`src/rtl/hash_reg_pkg.sv`:
```
package hash_reg_pkg;

    localparam int ADDR_CTRL = 8;
    localparam int ADDR_STAT = 9;

    localparam logic [31:0] ID_WORD0 = "dgst";
    localparam logic [31:0] ID_WORD1 = "-reg";
    localparam logic [31:0] ID_WORD2 = "1.02";

    typedef enum logic [2:0] {
        RG_ID, RG_CTRL, RG_STAT, RG_BLK, RG_DIG, RG_NONE
    } region_e;

    typedef struct packed {
        logic        ready;
        logic        valid;
        logic [1:0]  mode;
        logic        start;
        logic        init;
        logic [31:0] rdata;
        logic        err;
    } fe_state_t;

    // readable digest words for a mode, limited to the window size
    function automatic int active_words(input logic [1:0] mode, input int cap);
        int n;
        case (mode)
            2'd0:    n = 7;
            2'd1:    n = 8;
            2'd2:    n = 12;
            default: n = 16;
        endcase
        return (n < cap) ? n : cap;
    endfunction

endpackage

```
`src/rtl/hash_reg_decode.sv`:
```
module hash_reg_decode
    import hash_reg_pkg::*;
#(
    parameter int BLK_BASE  = 16,
    parameter int BLK_WORDS = 32,
    parameter int DIG_BASE  = 64,
    parameter int DIG_WORDS = 16,
    parameter int IW        = 5
) (
    input  logic [7:0]    addr,
    output region_e       region,
    output logic [IW-1:0] idx
);
    int a;

    always_comb begin
        a      = int'(addr);
        region = RG_NONE;
        idx    = '0;
        if (a <= 2) begin
            region = RG_ID;
            idx    = IW'(a);
        end else if (a == ADDR_CTRL) begin
            region = RG_CTRL;
        end else if (a == ADDR_STAT) begin
            region = RG_STAT;
        end else if (a >= BLK_BASE && a < BLK_BASE + BLK_WORDS) begin
            region = RG_BLK;
            idx    = IW'(a - BLK_BASE);
        end else if (a >= DIG_BASE && a < DIG_BASE + DIG_WORDS) begin
            region = RG_DIG;
            idx    = IW'(a - DIG_BASE);
        end
    end
endmodule

```
`src/rtl/hash_reg_words.sv`:
```
module hash_reg_words #(
    parameter int WORDS = 32,
    parameter int IW    = 5
) (
    input  logic               clk,
    input  logic               rst_n,
    input  logic               wr,
    input  logic [IW-1:0]      idx,
    input  logic [31:0]        wdata,
    output logic [WORDS*32-1:0] flat,
    output logic [31:0]        rword
);
    logic [31:0] mem_q [WORDS];
    logic [31:0] mem_d [WORDS];

    always_comb begin
        mem_d = mem_q;
        if (wr) mem_d[idx] = wdata;
    end

    always_ff @(posedge clk) begin
        if (!rst_n) begin
            for (int k = 0; k < WORDS; k++) mem_q[k] <= '0;
        end else begin
            mem_q <= mem_d;
        end
    end

    for (genvar k = 0; k < WORDS; k++) begin : g_pack
        assign flat[(WORDS-1-k)*32 +: 32] = mem_q[k];
    end

    assign rword = mem_q[idx];
endmodule

```
`src/rtl/hash_reg_digest.sv`:
```
module hash_reg_digest
    import hash_reg_pkg::*;
#(
    parameter int WORDS = 16,
    parameter int IW    = 5
) (
    input  logic                clk,
    input  logic                rst_n,
    input  logic                load,
    input  logic [WORDS*32-1:0] din,
    input  logic [IW-1:0]       idx,
    input  logic [1:0]          mode,
    output logic                in_range,
    output logic [31:0]         rword
);
    logic [31:0] dig_q [WORDS];
    logic [31:0] dig_d [WORDS];
    logic [31:0] din_w [WORDS];

    for (genvar k = 0; k < WORDS; k++) begin : g_split
        assign din_w[k] = din[(WORDS-1-k)*32 +: 32];
    end

    always_comb begin
        dig_d = load ? din_w : dig_q;
    end

    always_ff @(posedge clk) begin
        if (!rst_n) begin
            for (int k = 0; k < WORDS; k++) dig_q[k] <= '0;
        end else begin
            dig_q <= dig_d;
        end
    end

    assign in_range = int'(idx) < active_words(mode, WORDS);
    assign rword    = in_range ? dig_q[idx] : 32'd0;
endmodule

```
`src/rtl/hash_reg_frontend.sv`:
```
module hash_reg_frontend
    import hash_reg_pkg::*;
#(
    parameter int BLOCK_WORDS  = 32,
    parameter int DIGEST_WORDS = 16,
    parameter int BLK_BASE     = 16,
    parameter int DIG_BASE     = 64
) (
    input  logic                       clk,
    input  logic                       rst_n,
    input  logic                       cs,
    input  logic                       we,
    input  logic [7:0]                 addr,
    input  logic [31:0]                write_data,
    output logic [31:0]                read_data,
    output logic                       bus_error,
    output logic                       eng_start,
    output logic                       eng_init,
    output logic [1:0]                 eng_mode,
    output logic [BLOCK_WORDS*32-1:0]  eng_block,
    input  logic                       eng_done,
    input  logic [DIGEST_WORDS*32-1:0] eng_digest
);
    localparam int MAXW = (BLOCK_WORDS > DIGEST_WORDS) ? BLOCK_WORDS : DIGEST_WORDS;
    localparam int IW   = $clog2(MAXW);

    region_e       region;
    logic [IW-1:0] idx;
    logic          blk_wr;
    logic          dig_load;
    logic          dig_ok;
    logic [31:0]   blk_word;
    logic [31:0]   dig_word;
    fe_state_t     st_q, st_d;

    hash_reg_decode #(
        .BLK_BASE(BLK_BASE), .BLK_WORDS(BLOCK_WORDS),
        .DIG_BASE(DIG_BASE), .DIG_WORDS(DIGEST_WORDS), .IW(IW)
    ) u_dec (
        .addr(addr), .region(region), .idx(idx)
    );

    hash_reg_words #(.WORDS(BLOCK_WORDS), .IW(IW)) u_blk (
        .clk(clk), .rst_n(rst_n), .wr(blk_wr), .idx(idx),
        .wdata(write_data), .flat(eng_block), .rword(blk_word)
    );

    hash_reg_digest #(.WORDS(DIGEST_WORDS), .IW(IW)) u_dig (
        .clk(clk), .rst_n(rst_n), .load(dig_load), .din(eng_digest),
        .idx(idx), .mode(st_q.mode), .in_range(dig_ok), .rword(dig_word)
    );

    always_comb begin
        st_d       = st_q;
        st_d.start = 1'b0;
        st_d.err   = 1'b0;
        blk_wr     = 1'b0;
        dig_load   = 1'b0;

        if (eng_done && !st_q.ready) begin
            st_d.ready = 1'b1;
            st_d.valid = 1'b1;
            dig_load   = 1'b1;
        end

        if (cs && we) begin
            case (region)
                RG_CTRL: begin
                    if (st_q.ready && (write_data[1:0] != 2'b00)) begin
                        st_d.start = 1'b1;
                        st_d.init  = write_data[0];
                        st_d.mode  = write_data[3:2];
                        st_d.ready = 1'b0;
                        st_d.valid = 1'b0;
                    end
                end
                RG_BLK:  blk_wr   = 1'b1;
                default: st_d.err = 1'b1;
            endcase
        end else if (cs) begin
            case (region)
                RG_ID: begin
                    case (idx[1:0])
                        2'd0:    st_d.rdata = ID_WORD0;
                        2'd1:    st_d.rdata = ID_WORD1;
                        default: st_d.rdata = ID_WORD2;
                    endcase
                end
                RG_CTRL: st_d.rdata = {28'd0, st_q.mode, 2'b00};
                RG_STAT: st_d.rdata = {30'd0, st_q.valid, st_q.ready};
                RG_BLK:  st_d.rdata = blk_word;
                RG_DIG: begin
                    st_d.rdata = dig_word;
                    st_d.err   = !dig_ok;
                end
                default: begin
                    st_d.rdata = 32'd0;
                    st_d.err   = 1'b1;
                end
            endcase
        end
    end

    always_ff @(posedge clk) begin
        if (!rst_n) begin
            st_q       <= '0;
            st_q.ready <= 1'b1;
        end else begin
            st_q <= st_d;
        end
    end

    assign read_data = st_q.rdata;
    assign bus_error = st_q.err;
    assign eng_start = st_q.start;
    assign eng_init  = st_q.init;
    assign eng_mode  = st_q.mode;


    start_pulse_chk: assert property (@(posedge clk) disable iff (!rst_n)
        eng_start |=> !eng_start);


    busy_cmd_ignored_chk: assert property (@(posedge clk) disable iff (!rst_n)
        (cs && we && addr == 8'(ADDR_CTRL) && !st_q.ready) |=> !eng_start);


    done_raises_chk: assert property (@(posedge clk) disable iff (!rst_n)
        (eng_done && !st_q.ready) |=> (st_q.ready && st_q.valid));


    err_after_access_chk: assert property (@(posedge clk) disable iff (!rst_n)
        bus_error |-> $past(cs));


    err_read_zero_chk: assert property (@(posedge clk) disable iff (!rst_n)
        (bus_error && !$past(we)) |-> (read_data == 32'd0));


    rdata_hold_chk: assert property (@(posedge clk) disable iff (!rst_n)
        !(cs && !we) |=> $stable(read_data));
endmodule

```
`config.mk`:
```
export PLATFORM = sky130hd
export DESIGN_NAME = hash_reg_frontend
export DESIGN_NICKNAME = d
export VERILOG_FILES = /design/src/rtl/hash_reg_pkg.sv /design/src/rtl/hash_reg_decode.sv /design/src/rtl/hash_reg_words.sv /design/src/rtl/hash_reg_digest.sv /design/src/rtl/hash_reg_frontend.sv
export SDC_FILE = /design/constraint.sdc
export NUM_CORES = 2
export LEC_CHECK = 0
export BUFFER_PORTS_ARGS = -buffer_cell sky130_fd_sc_hd__buf_2
export CAP_MARGIN = 20
export CORE_AREA = 10 10 616 618
export CTS_CLUSTER_SIZE = 20
export DETAILED_ROUTE_END_ITERATION = 16
export DIE_AREA = 0 0 626 628
export PLACE_DENSITY = 0.36
export SETUP_SLACK_MARGIN = 0.1
export SYNTH_ARGS = -nofsm -noshare
export SYNTH_HDL_FRONTEND = slang
export SYNTH_SLANG_ARGS = --single-unit
```
`constraint.sdc`:
```
create_clock -name clk -period 4.1 [get_ports clk]
set_input_delay 0.205 -clock clk [delete_from_list [all_inputs] [get_ports clk]]
set_output_delay 0.205 -clock clk [all_outputs]
set_load 0.1 [all_outputs]
```
### Yosys cells after proc, flatten, opt, wreduce, memory -nomap -nowiden

Index checks and enable logic that the tools add are counted.

* input bits: 557
* word-level logic and storage cells: 130
* register bits after elaboration: 1575

* mux-type cells: 35
* reduce and logical (&&, ||, !) cells: 17
* bitwise gates (word level): 2
* equal/unequal tests: 9
* add/subtract/negate cells: 2
* $lt $le $gt $ge: 10

Operators with widths (number)
* $bwmux 1024: 1
* $mux 32: 6
* $bmux 32 s5: 1
* $demux 32 s5: 1
* $pmux 32 s5: 1
* $bmux 32 s4: 1
* $pmux 31 s2: 1
* $lt 6x32->1: 1
* $mux 5: 6
* $mux 6: 3
* $eq 8x5->1 const B: 2
* $pmux 5 s3: 1
* $mux 3: 4
* $ge 8x5->1 const B: 1
* $ge 8x7->1 const B: 1
* $le 8x2->1 const B: 1
* $lt 8x6->1 const B: 1
* $lt 8x7->1 const B: 1
* $mux 1: 7
* $eq 3x2->1 const B: 2
* $ge 6x5->1 const B: 1
* $ge 6x6->1 const B: 1
* $logic_and 1x1->1: 6
* $lt 6x1->1 const B: 1
* 19 further kinds: 23

### Logic depth before layout (Yosys ltp)

* depth after elaboration: 13
* depth in mapped cells: 15

### By module

Synthesis repeated with hierarchy kept, for this count alone.

* cells, all modules: 7880
* area total of the unflattened synthesis: 71753.8 µm²

By module, submodules not included
* hash_reg_words: cells each 5608, instances 1, area each 46077.9 µm², sequential area each 20499.7 µm²
* hash_reg_digest: cells each 1983, instances 1, area each 23388.7 µm², sequential area each 10249.8 µm²
* hash_reg_frontend: cells each 265, instances 1, area each 2132.0 µm², sequential area each 780.7 µm²
* hash_reg_decode: cells each 24, instances 1, area each 155.1 µm², sequential area each 0.0 µm²

### Worst setup path before layout

Ideal clock, no wire load.

* path type: in2reg
* from: in addr[4]
* to: reg st_q, in the netlist read_data[22]
* arrival time: 3.194 ns
* setup slack: 0.826 ns
* stages on the path: 15
* path through: buf_2 > or3b_2 > o21a_1 > nor2_1 > nand2_1 > clkinv_1 > clkbuf_1 > ha_1 > o21a_1 > nor2_1 > a22o_1 > clkbuf_1 > clkbuf_1 > o311ai_0 > a41oi_1

* cells in the longest elaborated chain, start to end: 13
* elaborated cells on any way between the ends: 39

RTL lines
* from (decl): RTL line hash_reg_frontend.sv:13 `input logic [7:0] addr,`
* branches (longest 12 deep; another with $lt 6x32->1)
* $pmux 32 s5 *: RTL line hash_reg_frontend.sv:81 `case (region)`
* to (signal assigned): RTL line hash_reg_frontend.sv:109 `st_q <= st_d;`
* to (decl): RTL line hash_reg_frontend.sv:34 `fe_state_t st_q, st_d;`

Every way passes the cells marked *. The select of a mux whose other input is x is not followed.
A chain may end at the register's enable or synchronous reset.

### Worst setup path after layout

* from: in addr[1]
* to: reg st_q, in the netlist read_data[23]

Same word-level chain as after synthesis.

==> impl_metrics.json <==
{
  "netlist_area_um2": 65200,
  "ys_ff_latch": 1575,
  "rows": 223,
  "peakVddDrop_mv": 0.386,
  "pwr_density_cell_nw_per_um2": 408,
  "hold_depth": 4,
  "ys.flop_type": "dfxtp_1",
  "synth_edf_count": 0,
  "reg2reg_depth": 10,
  "cap_violations": 0,
  "h-tree-depth": 4,
  "drv_slew": 0,
  "cts_buffers": 204,
  "crit_path_end_kind": "register",
  "ys_types": 73,
  "ant_nets": 0,
  "worstMarginPinSlew_ns": 1.32,
  "area_delta_synth_final_pct": 43.9,
  "cts_resized": 0,
  "total_power_mw": 38.2,
  "clk_latency_ns": 0.97,
  "drtIter0Drc": 8844,
  "async_flop_share_pct": 0,
  "grt_pass1_wl_um": 775000,
  "grt_pass1_vias": 75277,
  "synth_fp_nets": 9433,
  "fin_crit_sh_pct": 88.7,
  "track_usage_pct": 29.0,
  "fin_nets": 11384,
  "grt_overflow_total": 0,
  "fp.dieW_um": 626,
  "vias": 78618,
  "die_area_um2": 393000,
  "setup_viol": 0,
  "synthCells": 8870,
  "syn_area_per_cell_um2": 7.35,
  "hp-start": "addr[0]",
  "crit_fanout": 14,
  "post-route-util_pct": 25.5,
  "grt_max_degree": 155,
  "power.leakage_nw": 35.3,
  "postCtsSetupBuffers": 0,
  "antenna_found_initial": 74,
  "cts_tree": "done",
  "synth_warnings": 0,
  "dpl.hpwl_um": 460000,
  "clock_path_buffers": 4,
  "route.detailed.drc": 0,
  "place_congestion": 0.894,
  "final_hold_viol_count": 0,
  "drive_above_1_share_pct": 23.1,
  "start_util_pct": 17.7,
  "max_freq_ghz": 0.275,
  "setup.worst_path.start_class": "input port",
  "drt-wirelength-per-cell_um": 38.0,
  "hold_path_class": "in2reg",
  "period_minus_slack_ns": 3.64,
  "seq_area_frac_synth_pct": 48.4,
  "cts_hold_repair.buffers": 552,
  "core_um2": 367000,
  "reg2reg_setup_slack_ns": 0.76,
  "first_pass_iters": 9,
  "cts.sinks": 1575,
  "port_buffers": 1617,
  "relSlewSlack_pct": 11.8,
  "worstSetupPathType": "in2reg",
  "rsz0062_at_grt": "no",
  "reg2reg_from": "eng_mode[1]",
  "required_ns": 4.82,
  "whs_endpoint": "read_data[18]",
  "cts_root_buffer": "clkbuf_16",
  "vias_per_cell": 4.95,
  "status": "finished clean",
  "clk_pin_slew_ns": 0.06,
  "io_pins": 1618,
  "critical_path_arrival_ns": 4.36,
  "drt_wl_total_um": 603000,
  "rr_endpoint": "read_data[23]",
  "fin_skew_ns": 0.101,
  "die_height_um": 628
}
[synth_stat cells (8+ instances only)]
master / number / share of area [%]
nand2_1: 3369 / 19
a21oi_1: 1627 / 12
dfxtp_1: 1575 / 48
clkbuf_1: 708 / 4.1
o22ai_1: 458 / 4.4
o221ai_1: 185 / 2.5
nor2_1: 179 / 1.0
nor3_1: 98 / 0.75
o21ai_0: 86 / 0.66
a22oi_1: 83 / 0.96
buf_2: 75 / 0.58
buf_1: 43 / 0.25
buf_4: 41 / 0.47
nand3_1: 32 / 0.25
nand4_1: 30 / 0.29
a221oi_1: 24 / 0.32
o22a_1: 24 / 0.32
nor4_1: 20 / 0.19
a22o_1: 19 / 0.26
o211ai_1: 19 / 0.22
a31oi_1: 11 / 0.11
or3_1: 10 / 0.096
o311ai_0: 8 / 0.11
o32ai_1: 8 / 0.11
[per-layer routing]
metal	up-vias	track usage (%)	part of all wire, %
met2	4140	51.2	49
met1	39343	32.1	37
met3	853	7.05	7.7
met5	-	0	0.0063
met4	6	14.8	6.4
li1	34276	-	-
[area by class of cell]
type                       instances  area, um^2
fill                           40304      274000
inverter                          11        50.0
multi-input combinational       6412       30800
clock inverter                    75         891
clock buffer                     296        6020
tap                             4837        6050
timing repair buffer            2617       18300
sequential                      1575       31500
antenna                           53         133
[flip-flops by register name, summed over array words and instances (netlist names)]
signal / flops
read_data: 32
bus_error: 1
eng_start: 1
u_blk.flat: 1024
eng_init: 1
u_dig.dig_q: 512
st_q: 2
eng_mode: 2
[worst max-delay path, cell delays in order]
cell and delay (ns):
buf_2 0.26, nor4bb_1 0.53, a22oi_2 0.22, buf_12 0.22, buf_4 0.23, buf_4 0.20, o221ai_1 0.56, buf_4 0.27
o211ai_1 0.25, a32oi_1 1.16, a221oi_1 0.17
[placed cells by master, fill, tap and decap left out, types with 35 or more instances in the layout]
master         count
clkbuf_1          35
o221ai_1         180
a22oi_1           81
buf_2           1614
a21oi_1         1625
clkbuf_16        204
nand2_1         3333
dlygate4sd3_1    552
clkinv_2          38
diode_2           53
buf_12           104
nor2_4            38
nor3_1            91
clkbuf_8          57
o21ai_0           83
nor2_1           139
o22ai_1          458
buf_4            345
dfxtp_1         1575
[worst max path at each step]
stage / startpoint / end / slack (ns)
global placement: addr[4] / read_data[6] / -0.87
finish: addr[1] / read_data[23] / 0.46
global route: addr[4] / read_data[18] / 0.43
floorplan: addr[4] / read_data[22] / 0.83
detailed placement: addr[4] / read_data[6] / -0.85
CTS: addr[4] / read_data[6] / 0.11
[power breakdown]
part	internal [mW]	switching, mW
sequential	15.3	0.00969
combinational	1.14	2.59
clock	11.0	8.13
total	27.5	10.7
[logic make-up after synthesis]
kind of cell	synth area share, %
AND/OR/NAND/NOR	22.5
AO/OA/AOI/OAI	23.4
multiplexers	0.0614
buffers and inverters	5.52
adder cells (fa/ha/maj)	0.115
flip-flops	48.4
XOR/XNOR	0.0403
[stage by stage]
step	TNS (ns)	setup slack (ns)	hold WS (ns)	instances	cell area, um^2
after floorplan	0	0.826	0.341	8870	65200
after global placement	-3.31	-0.870	0.442	14888	81100
after detailed placement	-2.85	-0.853	0.446	14899	81200
after CTS	0	0.109	0.00126	15822	93600
after global routing	0	0.428	0.0449	15854	93700
final	0	0.462	0.0762	15876	93700
(Power assumes the default switching activity.)
